===== src/rtl/chain_alu_pkg.sv =====
package chain_alu_pkg;
    typedef enum logic [2:0] {
        OP_AND = 3'b000,
        OP_OR  = 3'b001,
        OP_ADD = 3'b010,
        OP_SUB = 3'b110,
        OP_SLT = 3'b111
    } alu_op_e;

    // per-slice result selector
    typedef enum logic [1:0] {
        SEL_AND  = 2'b00,
        SEL_OR   = 2'b01,
        SEL_SUM  = 2'b10,
        SEL_LESS = 2'b11
    } slice_sel_e;

    typedef struct packed {
        logic       valid;
        logic       negate_b;
        logic       arith;
        slice_sel_e sel;
    } alu_ctl_t;
endpackage


===== src/rtl/chain_alu_decode.sv =====
module chain_alu_decode
    import chain_alu_pkg::*;
(
    input  logic [2:0] ctrl,
    output alu_ctl_t   ctl
);
    alu_ctl_t ctl_d;

    always_comb begin
        ctl_d          = '0;
        ctl_d.negate_b = ctrl[2];
        ctl_d.sel      = slice_sel_e'(ctrl[1:0]);
        unique case (ctrl)
            OP_AND, OP_OR, OP_SLT: ctl_d.valid = 1'b1;
            OP_ADD, OP_SUB: begin
                ctl_d.valid = 1'b1;
                ctl_d.arith = 1'b1;
            end
            default: ctl_d.valid = 1'b0;
        endcase
    end

    assign ctl = ctl_d;
endmodule


===== src/rtl/chain_alu_slice.sv =====
module chain_alu_slice
    import chain_alu_pkg::*;
(
    input  logic       a,
    input  logic       b,
    input  logic       cin,
    input  logic       less,
    input  logic       negate_b,
    input  slice_sel_e sel,
    output logic       res,
    output logic       sum,
    output logic       cout
);
    logic b_eff;

    always_comb begin
        b_eff = b ^ negate_b;
        sum   = a ^ b_eff ^ cin;
        cout  = (a & b_eff) | (cin & (a ^ b_eff));
        unique case (sel)
            SEL_AND:  res = a & b;
            SEL_OR:   res = a | b;
            SEL_SUM:  res = sum;
            SEL_LESS: res = less;
            default:  res = 1'b0;
        endcase
    end
endmodule


===== src/rtl/chain_alu_zero.sv =====
module chain_alu_zero #(
    parameter int WIDTH = 32
) (
    input  logic [WIDTH-1:0] vec,
    output logic             all_zero
);
    assign all_zero = ~|vec;
endmodule


===== src/rtl/chain_alu.sv =====
module chain_alu
    import chain_alu_pkg::*;
#(
    parameter int WIDTH = 32
) (
    input  logic [WIDTH-1:0] a,
    input  logic [WIDTH-1:0] b,
    input  logic [2:0]       ctrl,
    output logic [WIDTH-1:0] result,
    output logic             zero,
    output logic             overflow,
    output logic             carry_out
);
    localparam int MSB = WIDTH - 1;

    alu_ctl_t         ctl;
    logic             carry [WIDTH+1];
    logic             sum_bit [WIDTH];
    logic             res_bit [WIDTH];
    logic [WIDTH-1:0] result_d;
    logic             set_msb;

    chain_alu_decode u_decode (
        .ctrl (ctrl),
        .ctl  (ctl)
    );

    assign carry[0] = ctl.negate_b;
    assign set_msb  = sum_bit[MSB];

    for (genvar i = 0; i < WIDTH; i++) begin : g_slice
        logic less_in;
        if (i == 0) begin : g_lsb
            assign less_in = set_msb;
        end else begin : g_upper
            assign less_in = 1'b0;
        end

        chain_alu_slice u_slice (
            .a        (a[i]),
            .b        (b[i]),
            .cin      (carry[i]),
            .less     (less_in),
            .negate_b (ctl.negate_b),
            .sel      (ctl.sel),
            .res      (res_bit[i]),
            .sum      (sum_bit[i]),
            .cout     (carry[i+1])
        );

        assign result_d[i] = res_bit[i] & ctl.valid;
    end

    assign result    = result_d;
    assign overflow  = ctl.arith & (carry[MSB] ^ carry[WIDTH]);
    assign carry_out = ctl.arith & carry[WIDTH];

    chain_alu_zero #(.WIDTH(WIDTH)) u_zero (
        .vec      (result_d),
        .all_zero (zero)
    );
endmodule


===== config.mk =====
export PLATFORM = sky130hd
export DESIGN_NAME = chain_alu
export DESIGN_NICKNAME = d
export VERILOG_FILES = /design/src/rtl/chain_alu_pkg.sv /design/src/rtl/chain_alu_decode.sv /design/src/rtl/chain_alu_slice.sv /design/src/rtl/chain_alu_zero.sv /design/src/rtl/chain_alu.sv
export SDC_FILE = /design/constraint.sdc
export NUM_CORES = 1
export LEC_CHECK = 0
export ABC_AREA = 1
export BUFFER_PORTS_ARGS = -buffer_cell sky130_fd_sc_hd__buf_4
export CAP_MARGIN = 15
export CORE_MARGIN = 2
export CORE_UTILIZATION = 40
export DETAILED_ROUTE_END_ITERATION = 6
export GPL_TIMING_DRIVEN = 0
export PLACE_DENSITY = 0.71
export SYNTH_ARGS = -nofsm -noshare
export SYNTH_HDL_FRONTEND = slang
export SYNTH_SLANG_ARGS = --single-unit

===== constraint.sdc =====
create_clock -name vclk -period 17.2
set_input_delay 0.86 -clock vclk [all_inputs]
set_output_delay 0.86 -clock vclk [all_outputs]
set_load 0.005 [all_outputs]

# [Word-level counts from Yosys, hierarchy flattened]
# Index checks and enable logic that the tools add are counted.
[totals] reg_bits=0 input_bits=67 out_inout_bits=35 word_cells=338
[classes] eq_ne=7 mux=34 bitwise=291 n_reduce_logical=6
[op_table] operator="$and A1 B1 Y1" n=130
[op_table] operator="$pmux W1 S4" n=32
[op_table] operator="$xor A1 B1 Y1" n=97
[op_table] operator="$or A1 B1 Y1" n=64
[op_table] operator="$reduce_or A32 Y1" n=1
[op_table] operator="$eq A3 B3 Y1 const B" n=2
[op_table] operator="$reduce_or A5 Y1" n=1
[op_table] operator="$eq A2 B2 Y1 const B" n=2
[op_table] operator="$eq A3 B1 Y1 const B" n=1
[op_table] operator="$eq A3 B2 Y1 const B" n=1
[op_table] operator="$logic_not A3 Y1" n=1
[op_table] operator="$eq A2 B1 Y1 const B" n=1
[op_table] operator="$logic_not A2 Y1" n=1
[op_table] operator="$mux W1" n=2
[op_table] operator="$reduce_or A2 Y1" n=1
[op_table] operator="$logic_not A1 Y1" n=1

# [Depth between registers and ports, before layout]
[depth] depth_word=69 mapped_depth=49 ltp_nobuf=48

# [Hierarchy]
# A second synthesis with hierarchy kept.
[hier_totals] hier_cells=691 hier_area_um2=3348.2
[modules_own_cells] module="chain_alu_slice" instances=32 cells_each=18 area_each_um2=90.1 seq_area_each_um2=0.0
[modules_own_cells] module="chain_alu" instances=1 cells_each=74 area_each_um2=300.3 seq_area_each_um2=0.0
[modules_own_cells] module="chain_alu_zero" instances=1 cells_each=31 area_each_um2=116.4 seq_area_each_um2=0.0
[modules_own_cells] module="chain_alu_decode" instances=1 cells_each=10 area_each_um2=48.8 seq_area_each_um2=0.0

# [Worst setup path before layout]
# Ideal clock, no wire load.
[synth_timing] path_type="input port to output port" from="input ctrl[2]" to="output zero" arrival_time_ps=13381 required_ps=16340 path_slack_ps=2959 path_stages=49 path_buffers=2 cell_sequence="buf_2 buf_2 xor2_1 fa_1 fa_1 fa_1 fa_1 fa_1 fa_1 fa_1 fa_1 fa_1 fa_1 fa_1 fa_1 fa_1 fa_1 fa_1 [13 not listed] inv_1 fa_1 inv_1 fa_1 fa_1 inv_1 fa_1 inv_1 fa_1 nand3_1 nand2_1 inv_1 nand2_1 nand2_1 nand3_1 nor2_1 nand2_1 nor2_1"
[synth_via] elab_chain_cells=69 word_cells_on_any_way=262 classes_between="eq/ne (4); mux (33); bitwise (221); reduce/logical (4)"
[synth_lines] element="start: declaration" line_no="chain_alu.sv:8" text="input logic [2:0] ctrl,"
[synth_lines] element="$xor A1 B1 Y1" line_no="chain_alu_slice.sv:17" text="b_eff = b ^ negate_b;"
[synth_lines] element="$xor A1 B1 Y1" line_no="chain_alu_slice.sv:18, chain_alu_slice.sv:19"
[synth_lines] element="$and A1 B1 Y1" line_no="chain_alu_slice.sv:19" text="cout = (a & b_eff) | (cin & (a ^ b_eff));"
[synth_lines] element="$or A1 B1 Y1" line_no="chain_alu_slice.sv:19"
[synth_lines] element="$and A1 B1 Y1" line_no="chain_alu_slice.sv:19"
[synth_lines] element="$or A1 B1 Y1" line_no="chain_alu_slice.sv:19"
[synth_lines] element="$and A1 B1 Y1" line_no="chain_alu_slice.sv:19"
[synth_lines] element="$or A1 B1 Y1" line_no="chain_alu_slice.sv:19"
[synth_lines] element="[53 not listed]"
[synth_lines] element="$or A1 B1 Y1" line_no="chain_alu_slice.sv:19"
[synth_lines] element="$and A1 B1 Y1" line_no="chain_alu_slice.sv:19"
[synth_lines] element="$or A1 B1 Y1" line_no="chain_alu_slice.sv:19"
[synth_lines] element="$xor A1 B1 Y1" line_no="chain_alu_slice.sv:18" text="sum = a ^ b_eff ^ cin;"
[synth_lines] element="$pmux W1 S4" line_no="chain_alu_slice.sv:20" text="unique case (sel)"
[synth_lines] element="$and A1 B1 Y1" line_no="chain_alu.sv:51" text="assign result_d[i] = res_bit[i] & ctl.valid;"
[synth_lines] element="$reduce_or A32 Y1 (*)" line_no="chain_alu_zero.sv:7" text="assign all_zero = ~|vec;"
[synth_lines] element="$logic_not A1 Y1 (*)" line_no="chain_alu_zero.sv:7"
[synth_lines] element="end: declaration" line_no="chain_alu.sv:10" text="output logic zero,"
# Mark *: on every way between the ends. The rest lies on a longest branch, timed or not.

# [Final worst setup path]
# Same ends and word-level chain as after synthesis.

==> impl_metrics.yaml <==
status:
  status: "completed"
power_and_ir_drop:
  p_comb_frac: 1.000
  p_switching_w: 0.0000632
  p_leak_nw: 2.03
  max-vdd-ir-drop_v: 0.0000135
  p_int_w: 0.0000540
  powerDensity_nw_per_um2: 35.7
  pwr-share-clk: 0
  swShare: 0.539
  p_seq_frac: 0
hold_path:
  holdPathStages: 3
  holdCritStartpoint: "ctrl[0]"
  hold_path.class: "primary input to output port"
critical_path:
  cp.required_ns: 16.34
  worst_path_largest_cell_delay_ns: 0.45
  crit_fanout: 10
  startpoint: "ctrl[2]"
  endpoint: "zero"
  path_depth: 48
  cpMostUsedCell: "fa_1"
  crit_slowest_cell: "fa_1"
  cp.buffers_inverters: 9
  cp_data_arrival_time_ns: 14.43
  path_class: "primary input to output port"
  endpoint_kind: "output port"
  start_kind: "primary input"
  cp_top_family: "adder cells"
yosys:
  synthTopCellsByArea: "fa_1 25%, nand2_1 23%, inv_1 12%"
  synth_area_leader_cell: "fa_1"
  yosys.area.top_type_share: 0.254
  syn_inst: 435
  synth_cell_type_count: 20
  yosysWarnings: 0
  netlist_area_um2: 2440
  synth-seq-area-share: 0
  avgSynthCellArea_um2: 5.61
  synthesis.nets: 533
global_route:
  grt_overflow: 0
  grt_max_degree: 11
  grt_antenna_before_repair: 0
  grt_pass1_wl_um: 11900
  grt_use_total: 0.227
  grt_pass1_vias: 2579
detailed_routing:
  drtPass1Iterations: 5
  viasPerCell: 4.75
  final_antenna_net_count: 0
  wl_per_cell_um: 12.5
  drc: 0
  drt_wl_total_um: 7650
  drtIter0Drc: 130
  num_vias: 2898
timing:
  finalSetupTns_ns: 0
  slew_violations: 0
  setup_viol: 0
  max_freq_ghz: 0.0654
  layout_worst_path_cycle_share: 0.889
  slew_headroom: 0.699
  rsz0062_at_grt: "no"
  final_hold_viol_count: 0
  worstMarginPinSlew_ns: 0.449
  period_minus_slack_ns: 15.29
layout:
  nClkBuffers: 0
  fillCellCount: 635
  drive_gt1_frac: 0.234
  seq_area_um2: 0
  multi_input_area_um2: 2010
  diodes: 0
  area_growth_pct: 34.6
  layoutNonFillerInstCount: 610
  nets: 635
  seq_cells: 0
  final_cell_area_um2: 3280
cts:
  cts_hold_buf: 0
  postCtsSetupRepairBufs: 0
  cts_resized: 0
floorplanning:
  die_w_um: 82.1
  io_pins: 102
  initial_core_util: 0.412
  coreArea_um2: 5920
  die_h_um: 82.1
  die_area_um2: 6740
  rows: 28
placed_design:
  gp_congestion: 0.836
  port_buffers: 100
  dpl-instance-area_um2: 3280
  place.detailed.hpwl_um: 6180
  dp_cells: 610
run:
  cap_violations: 0
## area by class of cell
type,instances,share of cell area
plain buffers,19,0.0377
inverters,81,0.0926
multi-input cells,335,0.612
well taps,75,0.0286
repair buffers,100,0.229
## logic make-up (layout without fill, tap and decap cells)
logic type	count (synthesis)	count (layout)	synth area share
buffers and inverters	100	200	0.175
adder cells (fa/ha/maj)	31	31	0.254
AND/OR/NAND/NOR	240	240	0.390
AO/OA/AOI/OAI	33	33	0.0688
XOR/XNOR	31	31	0.111
## placed cells by master, fill, tap and decap left out
master	Yosys	routed
or2_2	1	1
o21ai_1	6	6
a22oi_1	1	1
xor2_1	28	28
nor3_1	1	1
buf_2	12	12
nand2_1	152	152
a21oi_1	7	7
inv_1	79	79
buf_6	3	3
nor2_2	2	2
nor2_1	53	53
inv_2	2	2
nand2_2	1	1
buf_4	4	104
fa_1	31	31
xnor2_1	3	3
nand4_1	1	1
nand3_1	29	29
o21ai_0	19	19
## worst min path at each step
stage            endpoint  slack, ns
3_5_place_dp    carry_out       2.10
6_report        carry_out       2.10
4_1_cts         carry_out       2.10
5_1_grt         carry_out       2.12
2_1_floorplan  result[21]       1.89
3_3_place_gp    carry_out       2.10
## layer usage
| metal | track usage | wire length [um] | vias up |
|---|---|---|---|
| met3 | 0.0154 | 577 | 2 |
| li1 | - | - | 1482 |
| met4 | 0.0217 | 17 | 0 |
| met5 | 0 | 0 | - |
| met2 | 0.404 | 3720 | 103 |
| met1 | 0.313 | 3330 | 1311 |
## power groups by stage
stage,clock [W],sequential (W),combinational (W)
floorplan,0,0,0.0000704
global placement,0,0,0.000114
detailed placement,0,0,0.000117
CTS,0,0,0.000118
global route,0,0,0.000135
finish,0,0,0.000117
## cells in the mapped netlist (all sizes together)
| master | instances |
|---|---|
| nand4 | 1 |
| o21ai | 25 |
| xnor2 | 3 |
| xor2 | 28 |
| nor2 | 55 |
| inv | 81 |
| buf | 19 |
| a22oi | 1 |
| nand3 | 29 |
| fa | 31 |
| or2 | 1 |
| a21oi | 7 |
| nor3 | 1 |
| nand2 | 153 |
## stage by stage
| step | setup WS, ns | total power (W) | hold WS [ns] | utilization |
|---|---|---|---|---|
| after floorplan | 2.96 | 0.0000704 | 1.89 | - |
| after global placement | 1.94 | 0.000114 | 2.10 | 0.555 |
| after detailed placement | 1.89 | 0.000117 | 2.10 | 0.555 |
| after CTS | 1.87 | 0.000118 | 2.10 | 0.555 |
| after global routing | 1.28 | 0.000135 | 2.12 | 0.555 |
| final | 1.91 | 0.000117 | 2.10 | 0.555 |
Note: power is estimated with default switching activity, not from simulation.
